[config.mk]
export PLATFORM = sky130hd
export DESIGN_NAME = clk_gear_top
export DESIGN_NICKNAME = d
export VERILOG_FILES = /design/src/rtl/clk_gear_pkg.sv /design/src/rtl/clk_gear_regs.sv /design/src/rtl/clk_gear_window.sv /design/src/rtl/clk_gear_accum.sv /design/src/rtl/clk_gear_top.sv
export SDC_FILE = /design/constraint.sdc
export NUM_CORES = 1
export LEC_CHECK = 0
export BUFFER_PORTS_ARGS = -buffer_cell sky130_fd_sc_hd__buf_2
export CORE_MARGIN = 2
export CORE_UTILIZATION = 60
export CTS_BUF_LIST = sky130_fd_sc_hd__clkbuf_4 sky130_fd_sc_hd__clkbuf_8
export CTS_CLUSTER_SIZE = 28
export DETAILED_ROUTE_END_ITERATION = 10
export PLACE_DENSITY = 0.82
export RECOVER_POWER = 25
export SLEW_MARGIN = 20
export SYNTH_ARGS = -nofsm -noshare
export SYNTH_HDL_FRONTEND = slang
export SYNTH_HIERARCHICAL = 1
export SYNTH_SLANG_ARGS = --single-unit
[constraint.sdc]
create_clock -name clk -period 3.7 [get_ports clk]
set_clock_uncertainty 0.1 [all_clocks]
set_input_delay 0.74 -clock clk [delete_from_list [all_inputs] [get_ports clk]]
set_output_delay 0.74 -clock clk [all_outputs]
set_load 0.02 [all_outputs]
[src/rtl/clk_gear_pkg.sv]
package clk_gear_pkg;

  typedef enum logic [1:0] {
    SEL_NONE = 2'd0,
    SEL_FREQ = 2'd1,
    SEL_UPD  = 2'd2
  } gear_sel_e;

endpackage

[src/rtl/clk_gear_regs.sv]
module clk_gear_regs
  import clk_gear_pkg::*;
#(
  parameter int ADDR_W    = 12,
  parameter int DATA_W    = 32,
  parameter int FRAC_W    = 5,
  parameter int FIELD_LSB = 8,
  parameter int REQ_BIT   = 31,
  parameter logic [ADDR_W-1:0] FREQ_ADDR = 12'h0E0,
  parameter logic [ADDR_W-1:0] UPD_ADDR  = 12'h004
) (
  input  logic              clk,
  input  logic              rst,
  input  logic              wr_en,
  input  logic              rd_en,
  input  logic [ADDR_W-1:0] addr,
  input  logic [DATA_W-1:0] wdata,
  input  logic              install,
  output logic [DATA_W-1:0] rdata,
  output logic              req,
  output logic [FRAC_W-1:0] pend_field
);

  localparam logic [DATA_W-1:0] REQ_MASK = DATA_W'(1) << REQ_BIT;

  logic [DATA_W-1:0] freq_q;
  logic [DATA_W-1:0] upd_rest_q;
  logic [DATA_W-1:0] upd_view;
  logic [DATA_W-1:0] rd_mux;
  gear_sel_e         sel;

  always_comb begin
    if (addr == FREQ_ADDR)      sel = SEL_FREQ;
    else if (addr == UPD_ADDR)  sel = SEL_UPD;
    else                        sel = SEL_NONE;
  end

  assign upd_view = upd_rest_q | (req ? REQ_MASK : '0);

  always_comb begin
    case (sel)
      SEL_FREQ: rd_mux = freq_q;
      SEL_UPD:  rd_mux = upd_view;
      default:  rd_mux = '0;
    endcase
  end

  always_ff @(posedge clk) begin
    if (rst) begin
      freq_q     <= '0;
      upd_rest_q <= '0;
      req        <= 1'b0;
      pend_field <= '0;
      rdata      <= '0;
    end else begin
      rdata <= rd_en ? rd_mux : '0;
      if (wr_en && sel == SEL_FREQ) begin
        freq_q <= wdata;
      end
      if (wr_en && sel == SEL_UPD) begin
        upd_rest_q <= wdata & ~REQ_MASK;
      end
      if (install) begin
        req <= 1'b0;
      end else if (wr_en && sel == SEL_UPD && wdata[REQ_BIT] && !req) begin
        req        <= 1'b1;
        pend_field <= freq_q[FIELD_LSB +: FRAC_W];
      end
    end
  end

endmodule

[src/rtl/clk_gear_window.sv]
module clk_gear_window #(
  parameter int FRAC_W = 5
) (
  input  logic              clk,
  input  logic              rst,
  input  logic              req,
  input  logic [FRAC_W-1:0] pend_field,
  output logic              win_first,
  output logic              win_last,
  output logic              install,
  output logic [FRAC_W-1:0] active_field
);

  logic [FRAC_W-1:0] pos_q;

  assign win_first = (pos_q == '0);
  assign win_last  = (pos_q == '1);
  assign install   = req && win_last;

  always_ff @(posedge clk) begin
    if (rst) begin
      pos_q        <= '0;
      active_field <= '0;
    end else begin
      pos_q <= pos_q + 1'b1;
      if (install) begin
        active_field <= pend_field;
      end
    end
  end

endmodule

[src/rtl/clk_gear_accum.sv]
module clk_gear_accum #(
  parameter int FRAC_W = 5
) (
  input  logic              clk,
  input  logic              rst,
  input  logic              win_first,
  input  logic [FRAC_W-1:0] active_field,
  output logic              clk_en
);

  localparam int WIN = 1 << FRAC_W;

  logic [FRAC_W-1:0] acc_q;
  logic [FRAC_W-1:0] base;
  logic [FRAC_W:0]   mult;
  logic [FRAC_W:0]   sum;

  assign base = win_first ? '0 : acc_q;
  assign mult = (FRAC_W+1)'(WIN) - {1'b0, active_field};
  assign sum  = {1'b0, base} + mult;

  always_ff @(posedge clk) begin
    if (rst) begin
      acc_q  <= '0;
      clk_en <= 1'b0;
    end else begin
      acc_q  <= sum[FRAC_W-1:0];
      clk_en <= sum[FRAC_W];
    end
  end

endmodule

[src/rtl/clk_gear_top.sv]
module clk_gear_top #(
  parameter int ADDR_W    = 12,
  parameter int DATA_W    = 32,
  parameter int FRAC_W    = 5,
  parameter int FIELD_LSB = 8,
  parameter int REQ_BIT   = 31,
  parameter logic [ADDR_W-1:0] FREQ_ADDR = 12'h0E0,
  parameter logic [ADDR_W-1:0] UPD_ADDR  = 12'h004
) (
  input  logic              clk,
  input  logic              rst,
  input  logic              wr_en,
  input  logic              rd_en,
  input  logic [ADDR_W-1:0] addr,
  input  logic [DATA_W-1:0] wdata,
  output logic [DATA_W-1:0] rdata,
  output logic              clk_en
);

  logic              req_live;
  logic              install;
  logic              win_first;
  logic              win_last;
  logic [FRAC_W-1:0] pend_field;
  logic [FRAC_W-1:0] active_field;

  clk_gear_regs #(
    .ADDR_W(ADDR_W), .DATA_W(DATA_W), .FRAC_W(FRAC_W),
    .FIELD_LSB(FIELD_LSB), .REQ_BIT(REQ_BIT),
    .FREQ_ADDR(FREQ_ADDR), .UPD_ADDR(UPD_ADDR)
  ) u_regs (
    .clk(clk), .rst(rst), .wr_en(wr_en), .rd_en(rd_en), .addr(addr),
    .wdata(wdata), .install(install), .rdata(rdata), .req(req_live),
    .pend_field(pend_field)
  );

  clk_gear_window #(.FRAC_W(FRAC_W)) u_window (
    .clk(clk), .rst(rst), .req(req_live), .pend_field(pend_field),
    .win_first(win_first), .win_last(win_last), .install(install),
    .active_field(active_field)
  );

  clk_gear_accum #(.FRAC_W(FRAC_W)) u_accum (
    .clk(clk), .rst(rst), .win_first(win_first),
    .active_field(active_field), .clk_en(clk_en)
  );

endmodule

==> impl_metrics.ini <==
[run_status]
outcome = finished, final reports clean

[route]
drt-total-wl_um = 11220
drc = 0
dr_total_vias = 3948
firstDrtPassIters = 5
wire_per_inst_um = 16.26
ant_nets = 0
drtIter0Drc = 208
viasPerCell = 5.722

[layout]
antennaDiodeCount = 0
seq_area_um2 = 2342
drive_gt1_share_pct = 17.61
fill_cells = 646
syn_to_final_growth_pct = 12.07
fin_cells = 690
multi_input_area_um2 = 2476
nNetsFinal = 630
final_area_um2 = 5776

[synth]
synth_fp_nets = 568
syn_inst = 510
synthSimpleGateAreaFrac_pct = 26.05
yosys_register_bits = 117
synthXorXnorAreaFrac_pct = 0.5098
avgSynthCellArea_um2 = 10.11
ys_types = 40
synth_compound_area_share_pct = 5.608
syn_area_um2 = 5154
synthAdderAreaFrac_pct = 2.573
synth.area.mux_share_pct = 13.50
yosys_warnings = 6
synth_edf_count = 0
async_reset_ff_share_pct = 0
synth_top_family_by_area = simple AND/OR/NAND/NOR gates
ys.flop_type = dfxtp_1
ys_seq_area_share_pct = 45.45

[clock_tree]
clkLatencyLatePin_ps = 420
h-tree-depth = 4
cts_setup_buffers = 0
cts_tree = done
cts_buffers = 17
cts.sinks = 117
cts_resized = 0
clockRootBuffer = clkbuf_8
clockBufferDepth = 2
cts.reportedPaths.clkPinSlew_ps = 70
postCtsHoldBufs = 0

[critical_path]
startpoint = rst
cpMostUsedCell = clkbuf_1
cpMaxStageDelayCell = clkbuf_1
regToRegEndpoint = u_accum/clk_en
r2r-start = u_window/pos_q[0]
reg2reg_depth = 10
cp_num_cells = 4
crit_end = u_window/pos_q[3]
path_cells = clkbuf_1, clkbuf_1, and2b_1, mux2_4
slowest_delay_ps = 1000
reg2reg_setup_slack_ps = 1180
critical_path.top_delay_family = buffers and inverters
cp_data_required_time_ps = 3920
cp_max_fo = 41
critical_path_buf_inv_count = 2
crit_type = in2reg
end_kind = register
startpoint_type = input pin
critPathArrivalTime_ps = 3130

[global_routing]
grt_max_degree = 66
grt_pass1_vias = 4084
grt_pass1_wl_um = 19130
grt.total_usage_pct = 24.82
overflow = 0
antenna_found_initial = 0

[timing]
finalCritPeriodShare_pct = 78.76
tightest_slew_ps = 1261
fin_crit_ps = 2914
holdWs_ps = 375.9
rsz0062_at_grt = no
hold_violations = 0
setup_tns_ps = 0
max-slew-margin-rel_pct = 15.90
finalMaxSlewViolations = 0
fmax_ghz = 0.3432
report.final.setup_viol = 0
setup_slack_ps = 785.9

[die]
ios = 81
die_area_um2 = 9347
row_count = 33
core_area_um2 = 8258
die_h_um = 96.68
start_util_pct = 62.41
die_w_um = 96.68

[pwr]
p_leak_nw = 2.251
ir_worst_vdd_mv = 0.2353
power_density_nw_per_um2 = 422.5

[place]
gp_congestion = 0.7766
place_area_um2 = 5472
dpl.cell_count = 658
numPortBuffers = 80
place_ws_ps = 895.5
place_hpwl_um = 6853

[min_path]
hold_path_depth = 2
hold_path.class = reg2reg

[run]
drv_cap = 0
==> how the worst min path moves through the flow <==
| stage | startpoint | to | slack, ps |
|---|---|---|---|
| after floorplan | u_window/pos_q[0] | u_window/pos_q[0] | 340 |
| after global placement | u_window/pos_q[0] | u_window/pos_q[0] | 350 |
| after detailed placement | u_regs/upd_rest_q[17] | u_regs/rdata[17] | 360 |
| after CTS | u_regs/upd_rest_q[4] | u_regs/rdata[4] | 380 |
| after global routing | u_regs/upd_rest_q[13] | u_regs/rdata[13] | 400 |
| final | u_regs/freq_q[8] | u_regs/rdata[8] | 380 |
==> flip-flops by register name (all words and copies together) (netlist names) <==
signal and count:
u_regs/freq_q 32, u_regs/rdata 32, u_regs/upd_rest_q 31, u_accum/acc_q 5, u_regs/pend_field 5, u_window/active_field 5, u_window/pos_q 5, u_accum/clk_en 1
u_regs/req 1
==> final cells by class <==
cell class	count	share of cell area (%)
clock buffer	21	4.679
clock inverter	11	1.473
inverter	8	0.5199
multi-input combinational	339	42.87
sequential	117	40.55
tap	105	2.275
timing repair buffer	89	7.626
==> synthesized netlist by cell type, types with 2 or more instances <==
| master | n | share of area [%] |
|---|---|---|
| a21bo_1 | 4 | 0.78 |
| a21oi_1 | 36 | 3.5 |
| a21oi_2 | 5 | 0.85 |
| and4_1 | 2 | 0.34 |
| buf_1 | 2 | 0.15 |
| buf_12 | 3 | 1.2 |
| buf_2 | 16 | 1.6 |
| buf_4 | 2 | 0.29 |
| buf_6 | 6 | 1.3 |
| clkbuf_1 | 16 | 1.2 |
| dfxtp_1 | 117 | 45 |
| ha_1 | 9 | 2.2 |
| inv_1 | 8 | 0.58 |
| mux2i_1 | 68 | 13 |
| nand2_1 | 2 | 0.15 |
| nand2b_1 | 105 | 13 |
| nand3_1 | 5 | 0.49 |
| nand4_1 | 64 | 7.8 |
| nor2_1 | 12 | 0.87 |
| nor2b_1 | 5 | 0.61 |
| nor4_4 | 2 | 0.83 |
| o21ai_1 | 2 | 0.19 |
| xnor2_1 | 2 | 0.34 |
==> metal layers <==
metal  track usage [%]  routed length [µm]  up-vias
li1                  -                   -     1905
met1             30.73                4794     1862
met2             40.60                5448      161
met3             7.803                 798       20
met4             9.317                 177        0
met5                 0                   0        -
==> power by group <==
part	total [mW]	switching [mW]	internal, mW	leakage [nW]
Combinational	0.121	0.0696	0.0513	1.12
Sequential	1.27	0.00344	1.26	0.943
Clock	1.05	0.494	0.559	0.189
Total	2.44	0.567	1.87	2.25
==> stage by stage <==
step	power (mW)	util, %
2_1_floorplan	1.367	-
3_3_place_gp	1.411	66.26
3_5_place_dp	1.415	66.26
4_1_cts	2.456	70.56
5_1_grt	2.529	69.94
6_report	2.440	69.94
==> worst min-delay path: cells and delay by family, from the launching register on <==
| family | cells | cell delay (ps) |
|---|---|---|
| AOI/OAI and AO/OA | 1 | 70 |
| and+or+nand+nor | 1 | 60 |
| DFF | 1 | 310 |
==> cells by family (layout without fill, tap and decap cells) <==
| family | count (synthesis) | after routing |
|---|---|---|
| adders and majority gates | 10 | 10 |
| DFF | 117 | 117 |
| and+or+nand+nor | 208 | 208 |
| muxes | 69 | 69 |
| xor gates and xnor gates | 3 | 3 |
| AOI/OAI and AO/OA | 49 | 49 |
| buffers and inverters | 54 | 129 |
==> placed cells by master (no fill, tap or decap), drive strengths merged, types with 3 or more instances in the layout <==
| cell type | synthesis | layout |
|---|---|---|
| inv | 8 | 8 |
| clkbuf | 17 | 51 |
| clkinv | 0 | 8 |
| dfxtp | 117 | 117 |
| o21ai | 3 | 3 |
| a21bo | 5 | 5 |
| nand2b | 105 | 105 |
| a21oi | 41 | 41 |
| mux2i | 68 | 68 |
| nor2 | 13 | 13 |
| nand4 | 65 | 65 |
| buf | 29 | 59 |
| nand3 | 6 | 6 |
| nor2b | 5 | 5 |
| ha | 9 | 9 |
Power figures use the tool's default switching activity.
